[src/rtl/spi_pt_pkg.sv]
package spi_pt_pkg;
  localparam int LANES    = 4;
  localparam int OP_BITS  = 8;
  localparam int PAY_BITS = 32;
  localparam int ADDR_MAX = 32;

  typedef enum logic [2:0] {
    ST_OP, ST_ADDR, ST_DUMMY, ST_WR, ST_RD, ST_BLOCK
  } ptState_e;

  // strobes from control to datapath
  typedef struct packed {
    logic       addrPhase;  // substitute address bit on lane 0
    logic [4:0] addrPos;    // address bit index of the current beat
    logic       payPhase;   // substitute payload bits
    logic [5:0] payBase;    // payload bits already consumed
    logic [2:0] laneW;      // active lanes in the payload
    logic       block;      // downstream select forced high
  } ptStrobe_t;
endpackage

[src/rtl/spi_pt_slot_match.sv]
module spi_pt_slot_match #(
  parameter int NUM_SLOTS = 24,
  localparam int IDX_W = $clog2(NUM_SLOTS)
) (
  input  logic [7:0]             opcode,
  input  logic [NUM_SLOTS*8-1:0] slotOpcode,
  input  logic [NUM_SLOTS-1:0]   slotValid,
  output logic                   hit,
  output logic [IDX_W-1:0]       idx
);
  logic [NUM_SLOTS-1:0] eq;

  for (genvar g = 0; g < NUM_SLOTS; g++) begin : g_cmp
    assign eq[g] = slotValid[g] && (slotOpcode[g*8 +: 8] == opcode);
  end

  // lowest index wins
  always_comb begin
    hit = 1'b0;
    idx = '0;
    for (int i = NUM_SLOTS - 1; i >= 0; i--) begin
      if (eq[i]) begin
        hit = 1'b1;
        idx = IDX_W'(i);
      end
    end
  end
endmodule

[src/rtl/spi_pt_ctrl.sv]
module spi_pt_ctrl
  import spi_pt_pkg::*;
(
  input  logic         clk,
  input  logic         rstN,
  input  logic         upCsb,
  input  logic [7:0]   opcodeNow,
  input  logic         hit,
  input  logic [255:0] cfgFilter,
  input  logic [1:0]   slotAddrMode,
  input  logic [2:0]   slotDummy,
  input  logic         slotRead,
  input  logic [1:0]   slotLanes,
  input  logic         slotAddrSwap,
  input  logic         slotPaySwap,
  input  logic [7:0]   cfgEn4bOp,
  input  logic [7:0]   cfgEx4bOp,
  output ptStrobe_t    strb,
  output logic [LANES-1:0] upSdoEn,
  output logic         addr4b
);
  ptState_e   state;
  logic [5:0] cnt;
  logic [5:0] addrBits;
  logic [2:0] dummy;
  logic       isRead;
  logic [1:0] lanes;
  logic       addrSwap;
  logic       paySwap;
  logic [5:0] payCnt;
  logic [5:0] addrBitsNew;
  logic [2:0] laneW;
  logic [LANES-1:0] laneMask;

  function automatic ptState_e afterAddr(input logic rd, input logic [2:0] dm);
    if (!rd) return ST_WR;
    return (dm != 3'd0) ? ST_DUMMY : ST_RD;
  endfunction

  always_comb begin
    case (slotAddrMode)
      2'd1:    addrBitsNew = 6'd24;
      2'd2:    addrBitsNew = 6'd32;
      2'd3:    addrBitsNew = addr4b ? 6'd32 : 6'd24;
      default: addrBitsNew = 6'd0;
    endcase
    case (lanes)
      2'd1:    begin laneW = 3'd2; laneMask = 4'b0011; end
      2'd2:    begin laneW = 3'd4; laneMask = 4'b1111; end
      default: begin laneW = 3'd1; laneMask = 4'b0001; end
    endcase
  end

  always_ff @(posedge clk or negedge rstN) begin
    if (!rstN) begin
      state    <= ST_OP;
      cnt      <= '0;
      addrBits <= '0;
      dummy    <= '0;
      isRead   <= 1'b0;
      lanes    <= '0;
      addrSwap <= 1'b0;
      paySwap  <= 1'b0;
      payCnt   <= '0;
      addr4b   <= 1'b0;
    end else if (upCsb) begin
      state  <= ST_OP;
      cnt    <= '0;
      payCnt <= '0;
    end else begin
      case (state)
        ST_OP: begin
          cnt <= cnt + 6'd1;
          if (cnt == 6'(OP_BITS - 1)) begin
            cnt      <= '0;
            addrBits <= addrBitsNew;
            dummy    <= slotDummy;
            isRead   <= slotRead;
            lanes    <= slotLanes;
            addrSwap <= slotAddrSwap;
            paySwap  <= slotPaySwap;
            if (opcodeNow == cfgEn4bOp)      addr4b <= 1'b1;
            else if (opcodeNow == cfgEx4bOp) addr4b <= 1'b0;
            if (!hit || cfgFilter[opcodeNow]) state <= ST_BLOCK;
            else if (addrBitsNew == 6'd0)      state <= afterAddr(slotRead, slotDummy);
            else                               state <= ST_ADDR;
          end
        end
        ST_ADDR: begin
          cnt <= cnt + 6'd1;
          if (cnt == addrBits - 6'd1) begin
            cnt   <= '0;
            state <= afterAddr(isRead, dummy);
          end
        end
        ST_DUMMY: begin
          cnt <= cnt + 6'd1;
          if (cnt == 6'(dummy) - 6'd1) begin
            cnt   <= '0;
            state <= ST_RD;
          end
        end
        ST_WR: if (payCnt < 6'(PAY_BITS)) payCnt <= payCnt + 6'(laneW);
        default: ;
      endcase
    end
  end

  always_comb begin
    strb.addrPhase = (state == ST_ADDR) && addrSwap;
    strb.addrPos   = 5'(addrBits - 6'd1 - cnt);
    strb.payPhase  = (state == ST_WR) && paySwap && (payCnt < 6'(PAY_BITS));
    strb.payBase   = payCnt;
    strb.laneW     = laneW;
    strb.block     = (state == ST_BLOCK);
    upSdoEn        = (state == ST_RD) ? laneMask : '0;
  end
endmodule

[src/rtl/spi_pt_datapath.sv]
module spi_pt_datapath
  import spi_pt_pkg::*;
(
  input  logic             clk,
  input  logic             rstN,
  input  logic             upCsb,
  input  logic [LANES-1:0] upSdi,
  input  logic [LANES-1:0] dnSdi,
  input  ptStrobe_t        strb,
  input  logic [LANES-1:0] upSdoEn,
  input  logic [31:0]      cfgAddrMask,
  input  logic [31:0]      cfgAddrVal,
  input  logic [31:0]      cfgPayMask,
  input  logic [31:0]      cfgPayVal,
  output logic [7:0]       opcodeNow,
  output logic             dnCsb,
  output logic [LANES-1:0] dnSdo,
  output logic [LANES-1:0] upSdo
);
  logic [6:0]       opShift;
  logic [LANES-1:0] subData;

  assign opcodeNow = {opShift, upSdi[0]};

  for (genvar l = 0; l < LANES; l++) begin : g_lane
    logic [4:0] pos;
    logic       usePay;
    logic       payBit;
    assign pos    = 5'(6'd32 - strb.payBase - 6'(strb.laneW) + 6'(l));
    assign usePay = strb.payPhase && (3'(l) < strb.laneW);
    assign payBit = cfgPayMask[pos] ? cfgPayVal[pos] : upSdi[l];
    if (l == 0) begin : g_first
      logic addrBit;
      assign addrBit    = cfgAddrMask[strb.addrPos] ? cfgAddrVal[strb.addrPos] : upSdi[0];
      assign subData[l] = usePay ? payBit : (strb.addrPhase ? addrBit : upSdi[0]);
    end else begin : g_rest
      assign subData[l] = usePay ? payBit : upSdi[l];
    end
  end

  always_ff @(posedge clk or negedge rstN) begin
    if (!rstN) begin
      opShift <= '0;
      dnCsb   <= 1'b1;
      dnSdo   <= '0;
    end else begin
      if (!upCsb) opShift <= opcodeNow[6:0];
      dnCsb <= upCsb || strb.block;
      dnSdo <= subData;
    end
  end

  assign upSdo = dnSdi & upSdoEn;
endmodule

[src/rtl/spi_pt_filter.sv]
module spi_pt_filter
  import spi_pt_pkg::*;
#(
  parameter int NUM_SLOTS = 24
) (
  input  logic                   clk,
  input  logic                   rstN,
  input  logic                   upCsb,
  input  logic [3:0]             upSdi,
  output logic [3:0]             upSdo,
  output logic [3:0]             upSdoEn,
  output logic                   dnCsb,
  output logic [3:0]             dnSdo,
  input  logic [3:0]             dnSdi,
  input  logic [255:0]           cfgFilter,
  input  logic [NUM_SLOTS*8-1:0] cfgSlotOpcode,
  input  logic [NUM_SLOTS-1:0]   cfgSlotValid,
  input  logic [NUM_SLOTS*2-1:0] cfgSlotAddrMode,
  input  logic [NUM_SLOTS*3-1:0] cfgSlotDummy,
  input  logic [NUM_SLOTS-1:0]   cfgSlotRead,
  input  logic [NUM_SLOTS*2-1:0] cfgSlotLanes,
  input  logic [NUM_SLOTS-1:0]   cfgSlotAddrSwap,
  input  logic [NUM_SLOTS-1:0]   cfgSlotPaySwap,
  input  logic [31:0]            cfgAddrMask,
  input  logic [31:0]            cfgAddrVal,
  input  logic [31:0]            cfgPayMask,
  input  logic [31:0]            cfgPayVal,
  input  logic [7:0]             cfgEn4bOp,
  input  logic [7:0]             cfgEx4bOp,
  output logic                   addr4b
);
  localparam int IDX_W = $clog2(NUM_SLOTS);

  ptStrobe_t  strb;
  logic [7:0] opcodeNow;
  logic       hit;
  logic [IDX_W-1:0] idx;

  spi_pt_slot_match #(.NUM_SLOTS(NUM_SLOTS)) u_match (
    .opcode(opcodeNow), .slotOpcode(cfgSlotOpcode), .slotValid(cfgSlotValid),
    .hit(hit), .idx(idx)
  );

  spi_pt_ctrl u_ctrl (
    .clk(clk), .rstN(rstN), .upCsb(upCsb), .opcodeNow(opcodeNow), .hit(hit),
    .cfgFilter(cfgFilter),
    .slotAddrMode(cfgSlotAddrMode[idx*2 +: 2]),
    .slotDummy(cfgSlotDummy[idx*3 +: 3]),
    .slotRead(cfgSlotRead[idx]),
    .slotLanes(cfgSlotLanes[idx*2 +: 2]),
    .slotAddrSwap(cfgSlotAddrSwap[idx]),
    .slotPaySwap(cfgSlotPaySwap[idx]),
    .cfgEn4bOp(cfgEn4bOp), .cfgEx4bOp(cfgEx4bOp),
    .strb(strb), .upSdoEn(upSdoEn), .addr4b(addr4b)
  );

  spi_pt_datapath u_dp (
    .clk(clk), .rstN(rstN), .upCsb(upCsb), .upSdi(upSdi), .dnSdi(dnSdi),
    .strb(strb), .upSdoEn(upSdoEn),
    .cfgAddrMask(cfgAddrMask), .cfgAddrVal(cfgAddrVal),
    .cfgPayMask(cfgPayMask), .cfgPayVal(cfgPayVal),
    .opcodeNow(opcodeNow), .dnCsb(dnCsb), .dnSdo(dnSdo), .upSdo(upSdo)
  );
endmodule

[config.mk]
export PLATFORM = sky130hd
export DESIGN_NAME = spi_pt_filter
export DESIGN_NICKNAME = d
export VERILOG_FILES = /design/src/rtl/spi_pt_pkg.sv /design/src/rtl/spi_pt_slot_match.sv /design/src/rtl/spi_pt_ctrl.sv /design/src/rtl/spi_pt_datapath.sv /design/src/rtl/spi_pt_filter.sv
export SDC_FILE = /design/constraint.sdc
export NUM_CORES = 1
export LEC_CHECK = 0
export BUFFER_PORTS_ARGS = -buffer_cell sky130_fd_sc_hd__buf_2
export CORE_AREA = 2 2 347 349
export DETAILED_ROUTE_END_ITERATION = 8
export DIE_AREA = 0 0 349 351
export MAX_ROUTING_LAYER = met4
export PLACE_DENSITY = 0.35
export SETUP_SLACK_MARGIN = 0.15
export SLEW_MARGIN = 20
export SYNTH_ARGS = -nofsm -noshare
export SYNTH_HDL_FRONTEND = slang
export SYNTH_SLANG_ARGS = --single-unit
[constraint.sdc]
create_clock -name clk -period 6.1 [get_ports clk]
set_clock_uncertainty 0.05 [all_clocks]
set_input_delay 0.305 -clock clk [delete_from_list [all_inputs] [get_ports clk]]
set_output_delay 0.305 -clock clk [all_outputs]
set_load 0.05 [all_outputs]
==> results.md, run 1 <==
* Outcome: finished clean
* Fin area at 0.01863 sq mm
* First-pass DRT Iterations at 7
* Tot Pwr at 4.060 mW
* FILL cells at 13557
* WP data arrival at 5270 ps
* Antenna Violating Nets Remaining at 0
* Worst-path clk slew at 80 ps
* Num rows at 127
* Sink count of the clock tree at 38
* Synth top area share at 34.47%
* Ys async rst share at 100.0%
* CTS Buf Count at 5
* Routed via count at 14029
* Warnings from Yosys at 0
* Final setup violation count at 0
* Main synth FF type: dfrtp_1
* Post-DP Area at 0.01840 sq mm
* Total GRT Usage at 13.34%
* First-pass GRT wire length at 112.4 mm
* Yosys reg bits at 38
* Tmin final at 5111 ps
* WL final at 84.31 mm
* Avg WL per Cell at 23.29 um
* Placed cell count at 3598
* Cell taking the most area after synthesis: mux4_2
* Final period util at 83.78%
* Register Area at 968.4 sq um
* Footprint of the multi-input gates at 0.01071 sq mm
* Total Nets Final at 2948
* Die W at 349 um
* 1st-iter DRT viols at 992
* Max IR drop VDD at 0.1302 mV
* # H-tree levels at 2
* Die Ht at 351 um
* Tightest Pin Transition at 962.1 ps
* Max-cap viol count at 0
* EDFF count, synth at 0
* # IOs at 881
* RSZ-0062 raised after global routing: false
* Commonest cells after routing, fill and taps aside: buf_2, xnor2_1, mux4_2
* HPWL after DPL at 74.39 mm
* Syn avg cell area at 9.969 sq um
* Most common cell after layout, fill and taps aside: buf_2
* CTS tree: built
* Crit. End Element: flop
* Die Area at 0.1225 sq mm
* Relative slew slack at 35.86%
* Port Buffer Count at 880
* Starting Density at 10.32%
* Power density cells at 217.9 mW/mm^2
* Total grt overflow at 0
* Largest net degree at the start of global routing at 53
* Post-synthesis sequential area ratio at 7.753%
* Final hold violation count at 0
* Post-CTS Setup Repair Bufs at 0
* Via-to-Cell Ratio at 3.875
* Worst-skew pair later-pin latency at 330 ps
* Core area at 0.1190 sq mm
* Vias in the first global route at 14706
* Final Max Slew Viols at 0
* # hold bufs at CTS at 0
* Critical setup path kind: flop to flop
* Post-synth cell types at 69
* Mapped Cells at 1232
* Post-route setup TNS at 0 ps
* Mapped Area at 0.01228 sq mm
* Critical path required time at 6260 ps
* Startpoint Class: flop
* FMAX at 0.1957 GHz
* Worst-path maximum fanout at 41
* Post-synthesis net count at 2123
* Util after Layout at 15.65%
* CTS max path bufs at 2
* Routability cong. at 0.8862
* HP Class: input pin to async pin
* Final cell count without fillers at 3620
* LEAKAGE at 7.542 nW
* Clock root cell: clkbuf_16
* Initial antenna violation count at 14
* Synth top area cells: mux4_2, xnor2_1, mux2i_1
* Layout cell share with drive strength beyond 1 at 56.75%
* Post-cts resize count at 0
* DRC viols at 0
* Post-synthesis to final-layout area growth at 51.70%
layer usage:
layer  wire length (um)  track usage, %  up-vias
met3               3744           1.370       43
met2              44690           24.03      589
met1              34380           15.92     6930
li1                   -               -     6467
met4               1496           2.982        0
met5                  0               -        -
through the flow:
step                setup slack, ps  hold WS [ps]
CTS                           940.7         81.29
finish                        989.5         34.11
floorplan                      1595        -40.59
detailed placement            950.8         434.1
global placement              992.3         434.8
global route                  572.3         80.22
sequential cells by signal, summed over array words and instances, names as in the netlist:
name             flops
u_ctrl.state         3
u_ctrl.addrBits      2
u_ctrl.lanes         2
u_ctrl.payCnt        6
u_ctrl.cnt           6
u_ctrl.isRead        1
u_dp.dnCsb           1
u_ctrl.paySwap       1
u_ctrl.dummy         3
u_ctrl.addrSwap      1
u_dp.opShift         7
u_dp.dnSdo           4
u_ctrl.addr4b        1
cells by family after synthesis:
kind of cell    after synthesis  synth area share, %
simple gates                342                13.96
fa+ha+maj                    24                2.567
compound gates              168                9.505
buf+inv                     122                5.246
xor+xnor                    226                16.12
mux                         312                44.86
flops                        38                7.753
critical path, stage by stage (launching register included):
cell	delay, ps
dfrtp_4	1030
xnor2_1	190
nand4_1	130
nor3_1	60
nor4_1	760
o21ai_0	270
a21oi_4	500
buf_4	410
mux2i_1	430
nand2_1	110
a32oi_1	240
nand4_1	180
nand4b_1	260
o221a_2	300
cell type report:
| class | instances | share of cell area (%) |
|---|---|---|
| sequential | 38 | 5.198 |
| inverter | 25 | 0.5037 |
| antenna | 14 | 0.1880 |
| clock inverter | 3 | 0.3694 |
| multi-input combinational | 1072 | 57.46 |
| timing repair buffer | 915 | 25.22 |
| clock buffer | 5 | 0.6715 |
| tap | 1548 | 10.40 |
worst paths after layout:
| path | startpoint | end | slack (ps) | depth (start not counted) |
|---|---|---|---|---|
| max | u_dp.opShift[0] | u_ctrl.state[0] | 990 | 13 |
| min | rstN | u_dp.dnSdo[2] | 30 | 2 |
| max reg2reg | u_dp.opShift[0] | u_ctrl.state[0] | 990 | 13 |
| min reg2reg | u_ctrl.payCnt[5] | u_ctrl.payCnt[5] | 470 | 2 |
| max in group asynchronous | rstN | u_dp.opShift[3] | 5400 | 2 |
| min in group clk | upSdi[2] | u_dp.dnSdo[2] | 150 | 3 |
power breakdown:
part	internal (mW)	switching (mW)	total (mW)
sequential	0.288	0.231	0.519
clock	0.237	0.162	0.399
combinational	1.60	1.54	3.14
cell usage after synthesis (all sizes together), types with 7 or more instances:
cell type and instances:
mux2i 97, dfrtp 37, o22ai 8, nor4 11
nor2 36, mux4 188, a211oi 19, clkbuf 30
nand2b 13, nor2b 7, a31oi 8, nor3 41
a32o 8, nand3 39, xor2 20, ha 22
buf 67, and3 8, nand2 116, xnor2 206
o21ai 33, mux2 27, a21oi 25, o31ai 10
inv 24, nand4 37, o211ai 25, and2 10
No activity file was read; power rests on OpenSTA's default activity.
==> run 2: changes to the inputs <==
Clock period 6.1 ns to 4.9 ns, I/O delays scaled along.
==> run 2 against run 1 <==
Clock power down 5%. Critical path depth increased by 1. Wire length decreased by 1.7%. Largest power group unchanged. Critical path type unchanged. Highest routed layer unchanged.
==> results.md, run 2 (synthesis gave the netlist of run 1 again) <==
* Num rows at 127 (unchanged)
* Die Area at 0.1225 sq mm (unchanged)
* Via-to-Cell Ratio at 3.875 (about the same)
* Final setup violation count at 0 (unchanged)
* Worst-path maximum fanout at 54 (was 41)
* Post-route setup TNS at 0 ps (unchanged)
* DRC viols at 0 (unchanged)
* Worst-skew pair later-pin latency at 330 ps (about the same)
* WP buf/inv at 2 (was 1)
* Die W at 349 um (unchanged)
* Relative slew slack at 38.93% (was 35.86%)
* Commonest cells after routing, fill and taps aside: buf_2, xnor2_1, mux4_2 (unchanged)
* Clock root cell: clkbuf_16 (unchanged)
* Final Max Slew Viols at 0 (unchanged)
* Core area at 0.1190 sq mm (unchanged)
* Critical Path Most Common Cell: buf_12 (was nand4_1)
* Critical setup path kind: flop to flop (unchanged)
* Flop pwr share at 10.7% (was 12.8%)
* Avg WL per Cell at 22.74 um (was 23.29 um)
* R2R setup slack at 340 ps (was 990 ps)
* Sink count of the clock tree at 38 (unchanged)
* Outcome: finished clean (unchanged)
* Initial antenna violation count at 9 (was 14)
* Register Area at 970.9 sq um (was 968.4 sq um)
* # IOs at 881 (unchanged)
* Max-cap viol count at 0 (unchanged)
* Startpoint Class: flop (unchanged)
* # H-tree levels at 2 (unchanged)
* Footprint of the multi-input gates at 0.01073 sq mm (was 0.01071 sq mm)
* Util after Layout at 15.92% (was 15.65%)
* Critical-path top delay cell: or4b_2 (was dfrtp_4)
* Placed cell count at 3629 (was 3598)
* HPWL after DPL at 73.64 mm (was 74.39 mm)
* CTS max path bufs at 2 (unchanged)
* Tightest Pin Transition at 916.0 ps (was 962.1 ps)
* Total Nets Final at 2981 (was 2948)
* Tmin final at 4563 ps (was 5111 ps)
* Pint at 2.703 mW (was 2.126 mW)
* Critical path required time at 5050 ps (was 6260 ps)
* Top reg by flops: u_dp.opShift (unchanged)
* Total grt overflow at 0 (unchanged)
* FMAX at 0.2191 GHz (was 0.1957 GHz)
* Crit. End Element: flop (unchanged)
* Final cell count without fillers at 3645 (was 3620)
* Final period util at 93.13% (was 83.78%)
* Final hold violation count at 0 (unchanged)
* First-pass GRT wire length at 110.1 mm (was 112.4 mm)
* Gate power share at 81.9% (was 77.4%)
* Net Sw Power at 2.399 mW (was 1.934 mW)
* First-pass DRT Iterations at 6 (was 7)
* Total GRT Usage at 13.00% (was 13.34%)
* Crit-path max cell delay at 700 ps (was 1030 ps)
* Max reg flops at 7 (unchanged)
* Net Sw Frac at 47.03% (was 47.63%)
* Clock network power share at 7.4% (was 9.8%)
* Layout cell share with drive strength beyond 1 at 57.58% (was 56.75%)
* RSZ-0062 raised after global routing: true (was false)
* Antenna Violating Nets Remaining at 0 (unchanged)
* Max IR drop VDD at 0.1867 mV (was 0.1302 mV)
* Critical path's top delay family: simple AND/OR/NAND/NOR gates (unchanged)
* CTS Buf Count at 5 (unchanged)
* Vias in the first global route at 14734 (was 14706)
* Starting Density at 10.32% (unchanged)
* LEAKAGE at 7.718 nW (was 7.542 nW)
* 1st-iter DRT viols at 838 (was 992)
* Worst-path clk slew at 80 ps (about the same)
* WP data arrival at 4710 ps (was 5270 ps)
* WL final at 82.91 mm (was 84.31 mm)
* Post-synthesis to final-layout area growth at 54.23% (was 51.70%)
* Critical Path, Cell by Cell: buf_12 -> xor2_1 -> nor3_1 -> nand4_1 -> or4b_2 -> o21ai_0 -> a21oi_4 -> buf_12 -> mux2i_1 -> nand2_1 -> a32oi_1 -> and4_1 -> nand4b_1 -> o221a_2 (was xnor2_1 -> nand4_1 -> nor3_1 -> nor4_1 -> o21ai_0 -> a21oi_4 -> buf_4 -> mux2i_1 -> nand2_1 -> a32oi_1 -> nand4_1 -> nand4b_1 -> o221a_2)
* Largest regs: u_dp.opShift: 7 flops, u_ctrl.cnt: 6 flops, u_ctrl.payCnt: 6 flops (unchanged)
* Largest net degree at the start of global routing at 67 (was 53)
* Power density cells at 269.3 mW/mm^2 (was 217.9 mW/mm^2)
* Die Ht at 351 um (unchanged)
* Routed via count at 14125 (was 14029)
* HP Class: input pin to flop (was input pin to async pin)
* Port Buffer Count at 880 (unchanged)
* FILL cells at 13577 (was 13557)
* CTS tree: built (unchanged)
* Most common cell after layout, fill and taps aside: buf_2 (unchanged)
* Routability cong. at 0.8611 (was 0.8862)
==> run 2: cell types whose count changed in the layout (fill, tap and decap cells not counted), sizes merged <==
cell and delta:
clkinvlp +1, clkbuf +1, bufinv -2, buf +32, dlygate4sd3 +1, diode -8
==> run 2: tightest hold or removal path: cells and delay by family <==
| family | cells | cell delay [ps] |
|---|---|---|
| buffers and inverters | 1 | 80 |
| AOI/OAI and AO/OA | 1 | 60 |
| and+or+nand+nor | 1 | 40 |
==> run 2: path summary, 6_finish.rpt <==
path | startpoint | end | depth (start not counted)
min | upSdi[2] | u_dp.dnSdo[2] | 3
max in group asynchronous | rstN | u_dp.opShift[0] | 3
max reg2reg | u_dp.opShift[2] | u_ctrl.state[0] | 14
min in group asynchronous | rstN | u_ctrl.paySwap | 3
min reg2reg | u_ctrl.payCnt[5] | u_ctrl.payCnt[5] | 2
max | u_dp.opShift[2] | u_ctrl.state[0] | 14
==> run 2: metrics by stage <==
step	cell area, sq um	hold slack (ps)	setup WS (ps)	power (mW)
2_1_floorplan	12280	-100.6	395.1	3.215
3_3_place_gp	18710	362.1	209.5	4.813
3_5_place_dp	18710	366.7	250.0	4.792
4_1_cts	18870	64.72	227.9	5.218
5_1_grt	18940	113.5	147.4	5.500
6_report	18940	90.59	336.9	5.102
==> run 2: cell type report <==
cell class                 instances  share of cell area [%]
multi-input combinational       1072                   56.65
antenna                            6                 0.07927
clock buffer                       6                  0.7332
inverter                          25                  0.4954
timing repair buffer             948                   26.63
sequential                        38                   5.126
clock inverter                     2                 0.06605
tap                             1548                   10.23
==> run 2: power groups by stage <==
stage	clock, mW	sequential, mW	combinational [mW]
6_report	0.380	0.545	4.18
5_1_grt	0.418	0.562	4.52
4_1_cts	0.414	0.559	4.25
3_5_place_dp	0	0.564	4.23
3_3_place_gp	0	0.563	4.25
2_1_floorplan	0	0.403	2.81
==> run 2: timing repair <==
item / 4_1_cts / 5_1_grt
buffers inserted: 0 / 1
endpoints found under the hold margin: 14 / 0
hold buffers: 1 / 0
resized for setup: 0 / 6
setup endpoints to repair: 0 / 4
==> run 2: per-layer routing <==
layer | vias up | part of all wire, % | track usage [%] | wire [um]
met3 | 63 | 4.6 | 1.512 | 3780
met5 | - | 0 | - | 0
met1 | 6952 | 41 | 15.59 | 34030
met4 | 0 | 2.5 | 3.448 | 2069
met2 | 584 | 52 | 22.94 | 43030
li1 | 6526 | - | - | -
